$ cat src/rtl/tmr_regif_pkg.sv
package tmr_regif_pkg;

  // Access mode field of a control word
  typedef enum logic [1:0] {
    ACC_LATCH = 2'd0,
    ACC_LO    = 2'd1,
    ACC_HI    = 2'd2,
    ACC_WORD  = 2'd3
  } acc_e;

  localparam logic [1:0] CTRL_PORT    = 2'd3;
  localparam logic [1:0] SEL_READBACK = 2'd3;

endpackage

$ cat src/rtl/tmr_cmd_decode.sv
module tmr_cmd_decode
  import tmr_regif_pkg::*;
#(
  parameter int NCH = 3,
  parameter int DW  = 8
) (
  input  logic [1:0]    addr,
  input  logic          wr_en,
  input  logic          rd_en,
  input  logic [DW-1:0] wdata,
  output logic [NCH-1:0] ctl_wr,
  output logic [NCH-1:0] cnt_req,
  output logic [NCH-1:0] sts_req,
  output logic [NCH-1:0] dat_wr,
  output logic [NCH-1:0] dat_rd,
  output logic          rd_go
);

  logic [1:0] sel;
  logic [1:0] acc;

  assign sel   = wdata[7:6];
  assign acc   = wdata[5:4];
  assign rd_go = rd_en && !wr_en;

  always_comb begin
    ctl_wr  = '0;
    cnt_req = '0;
    sts_req = '0;
    dat_wr  = '0;
    dat_rd  = '0;
    for (int i = 0; i < NCH; i++) begin
      if (wr_en && addr == CTRL_PORT) begin
        if (sel == SEL_READBACK) begin
          if (wdata[i+1]) begin
            cnt_req[i] = !wdata[5];
            sts_req[i] = !wdata[4];
          end
        end else if (sel == 2'(i)) begin
          if (acc == ACC_LATCH) cnt_req[i] = 1'b1;
          else                  ctl_wr[i]  = 1'b1;
        end
      end
      if (wr_en && addr == 2'(i)) dat_wr[i] = 1'b1;
      if (rd_go && addr == 2'(i)) dat_rd[i] = 1'b1;
    end
  end

endmodule

$ cat src/rtl/tmr_chan_port.sv
module tmr_chan_port
  import tmr_regif_pkg::*;
#(
  parameter int DW = 8
) (
  input  logic          clk,
  input  logic          rst_n,
  input  logic          ctl_wr,
  input  logic          cnt_req,
  input  logic          sts_req,
  input  logic          dat_wr,
  input  logic          dat_rd,
  input  logic [DW-1:0] wdata,
  input  logic [2*DW-1:0] live_cnt,
  input  logic          out_lvl,
  output logic [DW-1:0] rd_byte,
  output logic          load_o,
  output logic [2*DW-1:0] load_val_o,
  output logic          cfg_o,
  output logic [2:0]    mode_o,
  output logic          bcd_o
);

  localparam int CW = 2 * DW;

  acc_e          acc_q;
  logic [2:0]    mode_q;
  logic          bcd_q;
  logic          wr_hi_q;
  logic          rd_hi_q;
  logic [DW-1:0] hold_q;
  logic          lat_vld_q;
  acc_e          lat_acc_q;
  logic          lat_hi_q;
  logic [CW-1:0] lat_q;
  logic          sts_vld_q;
  logic [DW-1:0] sts_q;
  logic          load_q;
  logic [CW-1:0] load_val_q;
  logic          cfg_q;

  assign load_o     = load_q;
  assign load_val_o = load_val_q;
  assign cfg_o      = cfg_q;
  assign mode_o     = mode_q;
  assign bcd_o      = bcd_q;

  // Read source priority: status, then count latch, then live count
  always_comb begin
    if (sts_vld_q) begin
      rd_byte = sts_q;
    end else if (lat_vld_q) begin
      unique case (lat_acc_q)
        ACC_HI:   rd_byte = lat_q[CW-1:DW];
        ACC_WORD: rd_byte = lat_hi_q ? lat_q[CW-1:DW] : lat_q[DW-1:0];
        default:  rd_byte = lat_q[DW-1:0];
      endcase
    end else begin
      unique case (acc_q)
        ACC_HI:   rd_byte = live_cnt[CW-1:DW];
        ACC_WORD: rd_byte = rd_hi_q ? live_cnt[CW-1:DW] : live_cnt[DW-1:0];
        default:  rd_byte = live_cnt[DW-1:0];
      endcase
    end
  end

  always_ff @(posedge clk) begin
    if (!rst_n) begin
      acc_q      <= ACC_WORD;
      mode_q     <= '0;
      bcd_q      <= 1'b0;
      wr_hi_q    <= 1'b0;
      rd_hi_q    <= 1'b0;
      hold_q     <= '0;
      lat_vld_q  <= 1'b0;
      lat_acc_q  <= ACC_WORD;
      lat_hi_q   <= 1'b0;
      lat_q      <= '0;
      sts_vld_q  <= 1'b0;
      sts_q      <= '0;
      load_q     <= 1'b0;
      load_val_q <= '0;
      cfg_q      <= 1'b0;
    end else begin
      load_q <= 1'b0;
      cfg_q  <= 1'b0;

      if (ctl_wr) begin
        acc_q   <= acc_e'(wdata[5:4]);
        mode_q  <= wdata[3:1];
        bcd_q   <= wdata[0];
        wr_hi_q <= 1'b0;
        rd_hi_q <= 1'b0;
        cfg_q   <= 1'b1;
      end

      if (cnt_req && !lat_vld_q) begin
        lat_vld_q <= 1'b1;
        lat_q     <= live_cnt;
        lat_acc_q <= acc_q;
        lat_hi_q  <= 1'b0;
      end

      if (sts_req && !sts_vld_q) begin
        sts_vld_q <= 1'b1;
        sts_q     <= {out_lvl, 1'b0, acc_q, mode_q, bcd_q};
      end

      if (dat_wr) begin
        unique case (acc_q)
          ACC_HI: begin
            load_q     <= 1'b1;
            load_val_q <= {wdata, {DW{1'b0}}};
          end
          ACC_WORD: begin
            if (!wr_hi_q) begin
              hold_q  <= wdata;
              wr_hi_q <= 1'b1;
            end else begin
              load_q     <= 1'b1;
              load_val_q <= {wdata, hold_q};
              wr_hi_q    <= 1'b0;
            end
          end
          default: begin
            load_q     <= 1'b1;
            load_val_q <= {{DW{1'b0}}, wdata};
          end
        endcase
      end

      if (dat_rd) begin
        if (sts_vld_q) begin
          sts_vld_q <= 1'b0;
        end else if (lat_vld_q) begin
          if (lat_acc_q == ACC_WORD && !lat_hi_q) lat_hi_q  <= 1'b1;
          else                                    lat_vld_q <= 1'b0;
        end else if (acc_q == ACC_WORD) begin
          rd_hi_q <= !rd_hi_q;
        end
      end
    end
  end


  word_first_no_load_chk: assert property (@(posedge clk) disable iff (!rst_n)
    dat_wr && acc_q == ACC_WORD && !wr_hi_q |=> !load_q);


  ctl_restart_chk: assert property (@(posedge clk) disable iff (!rst_n)
    ctl_wr |=> !wr_hi_q && !rd_hi_q);


  load_origin_chk: assert property (@(posedge clk) disable iff (!rst_n)
    load_q |-> $past(dat_wr));


  cnt_latch_hold_chk: assert property (@(posedge clk) disable iff (!rst_n)
    lat_vld_q && cnt_req |=> lat_q == $past(lat_q));


  sts_latch_hold_chk: assert property (@(posedge clk) disable iff (!rst_n)
    sts_vld_q && sts_req |=> sts_q == $past(sts_q));


  sts_first_chk: assert property (@(posedge clk) disable iff (!rst_n)
    dat_rd && sts_vld_q |=> !sts_vld_q && lat_vld_q == $past(lat_vld_q)
                            && rd_hi_q == $past(rd_hi_q));

endmodule

$ cat src/rtl/tmr_rd_port.sv
module tmr_rd_port #(
  parameter int NCH = 3,
  parameter int DW  = 8
) (
  input  logic            clk,
  input  logic            rst_n,
  input  logic [1:0]      addr,
  input  logic            rd_go,
  input  logic [NCH*DW-1:0] ch_bytes,
  output logic [DW-1:0]   rdata,
  output logic            rd_valid
);

  logic [DW-1:0] sel_byte;

  always_comb begin
    sel_byte = '1;
    for (int i = 0; i < NCH; i++) begin
      if (addr == 2'(i)) sel_byte = ch_bytes[i*DW +: DW];
    end
  end

  always_ff @(posedge clk) begin
    if (!rst_n) begin
      rdata    <= '0;
      rd_valid <= 1'b0;
    end else begin
      rd_valid <= rd_go;
      if (rd_go) rdata <= sel_byte;
    end
  end


  rd_valid_src_chk: assert property (@(posedge clk) disable iff (!rst_n)
    rd_valid |-> $past(rd_go));

endmodule

$ cat src/rtl/tmr_regif.sv
module tmr_regif
  import tmr_regif_pkg::*;
#(
  parameter int NCH = 3,
  parameter int DW  = 8
) (
  input  logic              clk,
  input  logic              rst_n,
  input  logic [1:0]        addr,
  input  logic              wr_en,
  input  logic [DW-1:0]     wdata,
  input  logic              rd_en,
  output logic [DW-1:0]     rdata,
  output logic              rd_valid,
  output logic [NCH-1:0]    ch_load,
  output logic [NCH*2*DW-1:0] ch_load_val,
  output logic [NCH-1:0]    ch_cfg,
  output logic [NCH*3-1:0]  ch_mode,
  output logic [NCH-1:0]    ch_bcd,
  input  logic [NCH*2*DW-1:0] ch_count,
  input  logic [NCH-1:0]    ch_out
);

  localparam int CW = 2 * DW;

  logic [NCH-1:0]    ctl_wr;
  logic [NCH-1:0]    cnt_req;
  logic [NCH-1:0]    sts_req;
  logic [NCH-1:0]    dat_wr;
  logic [NCH-1:0]    dat_rd;
  logic              rd_go;
  logic [NCH*DW-1:0] ch_bytes;

  tmr_cmd_decode #(.NCH(NCH), .DW(DW)) u_dec (
    .addr    (addr),
    .wr_en   (wr_en),
    .rd_en   (rd_en),
    .wdata   (wdata),
    .ctl_wr  (ctl_wr),
    .cnt_req (cnt_req),
    .sts_req (sts_req),
    .dat_wr  (dat_wr),
    .dat_rd  (dat_rd),
    .rd_go   (rd_go)
  );

  for (genvar g = 0; g < NCH; g++) begin : g_ch
    tmr_chan_port #(.DW(DW)) u_ch (
      .clk        (clk),
      .rst_n      (rst_n),
      .ctl_wr     (ctl_wr[g]),
      .cnt_req    (cnt_req[g]),
      .sts_req    (sts_req[g]),
      .dat_wr     (dat_wr[g]),
      .dat_rd     (dat_rd[g]),
      .wdata      (wdata),
      .live_cnt   (ch_count[g*CW +: CW]),
      .out_lvl    (ch_out[g]),
      .rd_byte    (ch_bytes[g*DW +: DW]),
      .load_o     (ch_load[g]),
      .load_val_o (ch_load_val[g*CW +: CW]),
      .cfg_o      (ch_cfg[g]),
      .mode_o     (ch_mode[g*3 +: 3]),
      .bcd_o      (ch_bcd[g])
    );
  end

  tmr_rd_port #(.NCH(NCH), .DW(DW)) u_rd (
    .clk      (clk),
    .rst_n    (rst_n),
    .addr     (addr),
    .rd_go    (rd_go),
    .ch_bytes (ch_bytes),
    .rdata    (rdata),
    .rd_valid (rd_valid)
  );


  one_cfg_chk: assert property (@(posedge clk) disable iff (!rst_n)
    $onehot0(ch_cfg) && $onehot0(ch_load));


  no_read_on_write_chk: assert property (@(posedge clk) disable iff (!rst_n)
    wr_en && rd_en |=> !rd_valid);

endmodule

$ cat config.mk
export PLATFORM = sky130hd
export DESIGN_NAME = tmr_regif
export DESIGN_NICKNAME = d
export VERILOG_FILES = /design/src/rtl/tmr_regif_pkg.sv /design/src/rtl/tmr_cmd_decode.sv /design/src/rtl/tmr_chan_port.sv /design/src/rtl/tmr_rd_port.sv /design/src/rtl/tmr_regif.sv
export SDC_FILE = /design/constraint.sdc
export NUM_CORES = 1
export LEC_CHECK = 0
export ABC_AREA = 1
export CAP_MARGIN = 10
export CORE_UTILIZATION = 28
export CTS_BUF_LIST = sky130_fd_sc_hd__clkbuf_8
export CTS_CLUSTER_SIZE = 14
export DETAILED_ROUTE_END_ITERATION = 16
export PLACE_DENSITY = 0.51
export SYNTH_ARGS = -nofsm -noshare
export SYNTH_HDL_FRONTEND = slang
export SYNTH_SLANG_ARGS = --single-unit
$ cat constraint.sdc
create_clock -name clk -period 2.85 [get_ports clk]
set_input_delay 0.57 -clock clk [delete_from_list [all_inputs] [get_ports clk]]
set_output_delay 0.57 -clock clk [all_outputs]
set_load 0.02 [all_outputs]
==> results.md, run 1 <==
* Worst Hold Launch: g_ch[1].u_ch.lat_q[10]$_SDFFE_PN0P_
* Vias at 7872
* Max cap viols at 0
* Number of register bits inferred by synthesis at 195
* Top-count cell post-synth: sky130_fd_sc_hd__dfxtp_1
* Unique cell type count in the Yosys netlist at 34
* Tightest Hold Check Type: reg2reg
* GPL Wtd Cong at 0.780
* Top-level I/O count at 140
* Leading post-synthesis cells by cell area: sky130_fd_sc_hd__dfxtp_1 46%, sky130_fd_sc_hd__a21oi_1 9.6%, sky130_fd_sc_hd__o21ai_0 9.0%
* Power density of the placed cells at 490 nW/µm²
* Hold depth at 2
* Switching Share at 29.3%
* Share of the yosys chip area belonging to registers at 45.8%
* Portion of total power attributed to sequential cells at 54.1%
* Hold buffer count at CTS at 0
* Worst Tran Pin Value at 0.615 ns
* CTS clock-pin slew for the worst setup and hold paths at 0.11 ns
* Final nets at 1335
* Post-route setup TNS at 0 ns
* Type of origin of the critical path: flop
* Die Height at 176 µm
* Placed instance count at 1641
* Final hold viol count at 0
* Share of async-settable or async-resettable flops after synthesis at 0%
* Synth top cells by count: 195 x sky130_fd_sc_hd__dfxtp_1, 164 x sky130_fd_sc_hd__nand2_1, 163 x sky130_fd_sc_hd__a21oi_1
* Slowest cell on crit path: sky130_fd_sc_hd__clkdlybuf4s50_1
* Internal portion of total power at 3.69 mW
* Worst reg2reg endpoint: u_rd.rdata[5]$_SDFFE_PN0P_
* DP Wirelength at 18800 µm
* Worst ir drop on vdd at 305 µV
* Initial standard-cell utilization of the core at 28.6%
* Avg Inst Size Synth at 7.38 µm²
* Source-to-sink clock delay at the later pin of the worst-skew pair at 0.48 ns
* Proportion of layout cells with a drive suffix above 1 at 7.64%
* Antenna violations before repair at 0
* TritonCTS Buffers at 17
* RSZ-0062 raised after global routing: no
* Area share of the largest cell type after synthesis at 45.8%
* Count of buffers from port buffering at 139
* Required arrival time at the worst endpoint at 2.28 ns
* Leading area contributor after synthesis: sky130_fd_sc_hd__dfxtp_1
* Number of cells upsized or downsized after cts at 0
* Number of DRC markers in iteration 0 at 467
* Buffers plus inverters on the worst setup path at 1
* Die span in x at 176 µm
* TritonCTS clock tree: yes
* Wire length per cell at 16.1 µm
* Final critical-path share of the clock period at 73.8%
* Min Clock Period, post-route at 2.10 ns
* Relative contribution of combinational cells to total power at 11.0%
* Row count at 63
* Wire length of the first global-routing pass at 42200 µm
* Number of warnings printed during yosys synthesis at 0
* Via-to-Cell Ratio at 4.71
* Outcome: completed
* Classification of the worst setup path: reg2out
* Worst reg-to-reg path cell count at 10
* Area growth syn-to-layout at 25.1%
* Endpoint class of the critical path: output port
* Clock tree root buffer cell: sky130_fd_sc_hd__clkbuf_8
* Number of nets still failing antenna checks after routing at 0
* Dominant delay contributor by cell family on the critical path: buffers and inverters
* Area of the mapped netlist at 8520 µm²
* Number of cells produced by synthesis at 1155
* Number of flops mapped to enable cells by yosys at 0
* Number of setup buffers added after CTS at 0
* Global-route total usage across every layer at 17.5%
* Number of optimization iterations in the first detailed-route pass at 5
* Gr ovfl total at 0
* Final-report setup violation count at 0
* Buffers from clock root to sink, at most at 2
* Number of sinks driven by the clock tree at 195
* Crit path arrival time at 1.53 ns
* Endpoint of the worst hold-timing path: g_ch[1].u_ch.lat_q[10]$_SDFFE_PN0P_
* CP Cell Sequence: clkdlybuf4s50_1
* Number of pins exceeding their max-slew limit in the final report at 0
* Vias in the first global route at 7366
* Launching point of the worst reg2reg path: g_ch[0].u_ch.acc_q[0]$_SDFFE_PN1P_
* Beginning of the critical path: g_ch[2].u_ch.bcd_o$_SDFFE_PN0P_
* Pin count of the biggest net entering global routing at 48
* Antenna diode count at 0
* Sum of internal, switching and leakage power at 5.22 mW
* Post-Route WL at 26900 µm
* Setup Skew at 0.0188 ns
* CP Max Fanout at 3
* DR DRC count at 0
* Proportion of power drawn by the clock network at 34.9%
* Non-filler instance count after layout at 1673
* FF-to-FF setup slack at 0.76 ns
* H-tree levels at 4
* Total die area at 31100 µm²
* Placeable Area at 29800 µm²
* Net load switching power at 1.53 mW
* Primary FF master, synth: sky130_fd_sc_hd__dfxtp_1
* Number of nets produced by synthesis at 1220
* Slew headroom at 58.7%
* Maximum cell stage delay along the critical path at 0.67 ns
* Leakage dissipation at 4.28 nW
* Maximum clock frequency at 476 MHz
worst max path at each step:
stage                                              endpoint  slack [ns]  cells after the start
detailed placement       g_ch[0].u_ch.sts_q[3]$_SDFFE_PN0P_        0.31                      6
global placement         g_ch[0].u_ch.sts_q[7]$_SDFFE_PN0P_        0.34                      6
finish                                            ch_bcd[2]        0.75                      1
global route                     u_rd.rdata[5]$_SDFFE_PN0P_        0.44                     10
floorplan           g_ch[0].u_ch.load_val_o[7]$_SDFFE_PN0P_        1.20                      9
CTS                              u_rd.rdata[5]$_SDFFE_PN0P_        0.69                     10
sequential cells by signal (all words and copies together) (netlist names), 6 cells and up:
| signal | count |
|---|---|
| u_rd.rdata | 8 |
| g_ch.u_ch.hold_q | 24 |
| g_ch.u_ch.mode_o | 9 |
| g_ch.u_ch.lat_q | 48 |
| g_ch.u_ch.sts_q | 21 |
| g_ch.u_ch.acc_q | 6 |
| g_ch.u_ch.lat_acc_q | 6 |
| g_ch.u_ch.load_val_o | 48 |
logic make-up (layout without fill, tap and decap cells):
group                  Yosys count  in the layout  synth area share [%]
DFF                            195            195                  45.8
AOI/OAI and AO/OA              385            385                  24.7
buffers and inverters          202            330                  10.4
and+or+nand+nor                373            373                  19.1
stage by stage:
stage                     area [µm²]  util, %  hold WS (ns)  setup slack (ns)
after detailed placement       10300     34.5         0.442             0.308
after floorplan                 8520        -         0.424              1.20
after global routing           10700     35.8         0.479             0.441
after CTS                      10700     35.8         0.459             0.692
final                          10700     35.8         0.457             0.748
after global placement         10300     34.5         0.438             0.336
power groups by stage:
stage	Clock (mW)	Sequential, mW	Combinational (mW)
2_1_floorplan	0	2.89	0.282
3_3_place_gp	0	2.88	0.577
3_5_place_dp	0	2.88	0.577
4_1_cts	1.87	2.82	0.581
5_1_grt	1.98	2.83	0.635
6_report	1.82	2.82	0.575
layout make-up:
cell class,count,area (µm²)
Inverter,125,469
Tap cell,390,488
Sequential cell,195,3900
Fill cell,3217,19100
Timing Repair Buffer,173,1680
Multi-Input combinational cell,758,3730
Clock buffer,18,248
Clock inverter,14,141
routing by layer:
metal  global-route usage, %  vias to the layer above  wire, µm
li1                        -                     4084         -
met1                    24.4                     3600     13300
met2                    27.8                      176     12100
met3                    3.85                       12      1290
met4                    3.41                        0       241
met5                       0                        -         0
placed cells by master, fill, tap and decap left out, types with 4 or more instances in the layout:
cell type,n
sky130_fd_sc_hd__dfxtp_1,195
sky130_fd_sc_hd__nand2_1,164
sky130_fd_sc_hd__a21oi_1,163
sky130_fd_sc_hd__o21ai_0,153
sky130_fd_sc_hd__clkdlybuf4s50_1,138
sky130_fd_sc_hd__inv_1,108
sky130_fd_sc_hd__nor2_1,103
sky130_fd_sc_hd__nand3_1,85
sky130_fd_sc_hd__buf_4,32
sky130_fd_sc_hd__o211ai_1,23
sky130_fd_sc_hd__clkbuf_8,18
sky130_fd_sc_hd__a311oi_1,16
sky130_fd_sc_hd__o21ai_1,13
sky130_fd_sc_hd__inv_2,11
sky130_fd_sc_hd__a211oi_1,9
sky130_fd_sc_hd__clkinv_1,6
sky130_fd_sc_hd__nor2_4,6
sky130_fd_sc_hd__nor3_1,4
sky130_fd_sc_hd__inv_8,4
No activity file was read; power rests on OpenSTA's default activity.
==> run 2, diff against run 1 <==
--- a/config.mk
+++ b/config.mk
@@ -11,7 +11,7 @@
 export CTS_BUF_LIST = sky130_fd_sc_hd__clkbuf_8
 export CTS_CLUSTER_SIZE = 14
 export DETAILED_ROUTE_END_ITERATION = 16
-export PLACE_DENSITY = 0.51
+export PLACE_DENSITY = 0.53
 export SYNTH_ARGS = -nofsm -noshare
 export SYNTH_HDL_FRONTEND = slang
 export SYNTH_SLANG_ARGS = --single-unit
==> constraint.sdc (replaced) <==
create_clock -name clk -period 1.7 [get_ports clk]
set_input_delay 0.34 -clock clk [delete_from_list [all_inputs] [get_ports clk]]
set_output_delay 0.34 -clock clk [all_outputs]
set_load 0.02 [all_outputs]
==> results.md, run 2 (same netlist as run 1, synthesis figures left out) <==
* Uppermost layer routed: met4 (unchanged)
* CP Max Fanout at 12 (was 3)
* Final critical-path share of the clock period at 95.6%
* Number of setup buffers added after CTS at 0 (unchanged)
* Clock tree root buffer cell: sky130_fd_sc_hd__clkbuf_8 (unchanged)
* Wire length per cell at 15.6 µm (was 16.1 µm)
* DP Wirelength at 19400 µm (was 18800 µm)
* Worst reg-to-reg path cell count at 7 (was 10)
* Die Height at 176 µm (unchanged)
* Metal1 wirelength at 12900 µm (was 13300 µm)
* FF-to-FF setup slack at 0.16 ns (was 0.76 ns)
* Crit path arrival time at 2.03 ns (was 1.53 ns)
* Final nets at 1395 (was 1335)
* Most frequent standard cell in the layout excluding fill and tap cells: sky130_fd_sc_hd__dfxtp_1 (unchanged)
* Worst reg2reg endpoint: g_ch[0].u_ch.load_val_o[13]$_SDFFE_PN0P_ (was u_rd.rdata[5]$_SDFFE_PN0P_)
* Number of optimization iterations in the first detailed-route pass at 5 (unchanged)
* Endpoint class of the critical path: flop (was output port)
* GPL Wtd Cong at 0.797 (was 0.780)
* Setup Skew at 0.0204 ns (was 0.0188 ns)
* Post-Route WL at 27000 µm (was 26900 µm)
* Vias at 8118 (was 7872)
* Die span in x at 176 µm (unchanged)
* Gr ovfl total at 0 (unchanged)
* Initial standard-cell utilization of the core at 28.6% (unchanged)
* RSZ-0062 raised after global routing: yes (was no)
* Number of sinks driven by the clock tree at 195 (unchanged)
* Tightest Hold Check Type: in2reg (was reg2reg)
* Top-level I/O count at 140 (unchanged)
* Count of buffers from port buffering at 139 (unchanged)
* Required arrival time at the worst endpoint at 2.11 ns (was 2.28 ns)
* Post-route setup TNS at 0 ns (unchanged)
* Wire length of the first global-routing pass at 42700 µm (was 42200 µm)
* Global-route total usage across every layer at 17.7% (was 17.5%)
* TritonCTS clock tree: yes (unchanged)
* Worst ir drop on vdd at 415 µV (was 305 µV)
* Row count at 63 (unchanged)
* Power density of the placed cells at 795 nW/µm² (was 490 nW/µm²)
* Area growth syn-to-layout at 31.3% (was 25.1%)
* Met3 wire len at 1260 µm (was 1290 µm)
* Antenna violations before repair at 0 (unchanged)
* Final hold viol count at 0 (unchanged)
* Outcome: completed (unchanged)
* Worst Tran Pin Value at 0.471 ns (was 0.615 ns)
* Total die area at 31100 µm² (unchanged)
* Number of pins exceeding their max-slew limit in the final report at 0 (unchanged)
* Antenna diode count at 0 (unchanged)
* Launching point of the worst reg2reg path: g_ch[0].u_ch.acc_q[1]$_SDFFE_PN1P_ (was g_ch[0].u_ch.acc_q[0]$_SDFFE_PN1P_)
* Non-filler instance count after layout at 1732 (was 1673)
* Length of routed met2 wiring at 12500 µm (was 12100 µm)
* Post-Layout Inst Area at 11200 µm² (was 10700 µm²)
* Max cap viols at 0 (unchanged)
* Capturing instance or port of the critical path: g_ch[2].u_ch.sts_q[7]$_SDFFE_PN0P_ (was ch_bcd[2])
* DR DRC count at 0 (unchanged)
* Commonest non-fill, non-tap cells in the layout: 194 x sky130_fd_sc_hd__dfxtp_1, 163 x sky130_fd_sc_hd__a21oi_1, 160 x sky130_fd_sc_hd__nand2_1 (was 195 x sky130_fd_sc_hd__dfxtp_1, 164 x sky130_fd_sc_hd__nand2_1, 163 x sky130_fd_sc_hd__a21oi_1)
* TritonCTS Buffers at 17 (unchanged)
* Via-to-Cell Ratio at 4.69 (was 4.71)
* Final-report setup violation count at 0 (unchanged)
* Leakage dissipation at 4.98 nW (was 4.28 nW)
* Number of DRC markers in iteration 0 at 589 (was 467)
* Vias in the first global route at 7683 (was 7366)
* Placed instance count at 1701 (was 1641)
* Hold buffer count at CTS at 0 (unchanged)
* Placeable Area at 29800 µm² (unchanged)
* Maximum clock frequency at 615 MHz
* CTS clock-pin slew for the worst setup and hold paths at 0.11 ns (about the same)
* H-tree levels at 4 (unchanged)
* Min Clock Period, post-route at 1.62 ns
* Proportion of layout cells with a drive suffix above 1 at 12.5% (was 7.64%)
* Classification of the worst setup path: in2reg (was reg2out)
* Total cell area at the placement stage at 10800 µm² (was 10300 µm²)
* Beginning of the critical path: wr_en (was g_ch[2].u_ch.bcd_o$_SDFFE_PN0P_)
* Slew headroom at 68.6% (was 58.7%)
* Type of origin of the critical path: input port (was flop)
* Buffers from clock root to sink, at most at 2 (unchanged)
* Pin count of the biggest net entering global routing at 62 (was 48)
* Source-to-sink clock delay at the later pin of the worst-skew pair at 0.48 ns (about the same)
* Number of nets still failing antenna checks after routing at 0 (unchanged)
==> run 2: final cells by class <==
class	instances	area, µm²
fill	3102	18600
clock inverter	14	165
timing repair buffer	233	2160
multi-input combinational	758	3770
sequential	195	3910
clock buffer	17	234
tap	390	488
inverter	125	473
==> run 2: worst max-delay path, stage by stage <==
cell and delay (ns):
sky130_fd_sc_hd__clkdlybuf4s50_1 0.55, sky130_fd_sc_hd__nand3_2 0.20, sky130_fd_sc_hd__nor4_4 0.32, sky130_fd_sc_hd__nand3_2 0.26, sky130_fd_sc_hd__buf_4 0.21, sky130_fd_sc_hd__a21oi_1 0.13
==> run 2: what timing repair did <==
action,in CTS,in global routing
pin swaps,0,0
gates resized for setup,75,21
endpoints found under the setup margin,75,100
==> run 2: worst min path at each step <==
stage | startpoint | end | slack, ns | cells after the start
finish | rst_n | g_ch[0].u_ch.lat_acc_q[1]$_SDFFE_PN1P_ | 0.17 | 2
floorplan | g_ch[0].u_ch.sts_q[1]$_SDFFE_PN0P_ | g_ch[0].u_ch.sts_q[1]$_SDFFE_PN0P_ | 0.42 | 2
CTS | rst_n | g_ch[0].u_ch.lat_acc_q[1]$_SDFFE_PN1P_ | 0.14 | 2
global route | rst_n | g_ch[0].u_ch.lat_acc_q[0]$_SDFFE_PN1P_ | 0.15 | 2
global placement | g_ch[0].u_ch.sts_q[7]$_SDFFE_PN0P_ | g_ch[0].u_ch.sts_q[7]$_SDFFE_PN0P_ | 0.44 | 2
detailed placement | g_ch[0].u_ch.sts_q[3]$_SDFFE_PN0P_ | g_ch[0].u_ch.sts_q[3]$_SDFFE_PN0P_ | 0.45 | 2
==> run 2: metal layers <==
| layer | up-vias | global-route usage, % |
|---|---|---|
| li1 | 4219 | - |
| met1 | 3705 | 23.8 |
| met2 | 169 | 28.4 |
| met3 | 25 | 3.42 |
| met4 | 0 | 5.46 |
| met5 | - | 0 |
==> run 2: power by group <==
part           internal (mW)  switching (mW)  total (mW)
logic                  0.442           0.604        1.05
registers               4.67          0.0577        4.72
clock network           1.24            1.89        3.13
==> run 2: metrics by stage <==
stage,power [mW],util [%],setup slack (ns),hold WS (ns)
finish,8.90,37.6,0.0752,0.174
global route,9.29,37.6,-0.0556,0.149
floorplan,5.33,-,0.281,0.424
detailed placement,5.89,36.4,-0.509,0.445
CTS,9.01,37.4,0.00712,0.143
global placement,5.89,36.4,-0.480,0.435
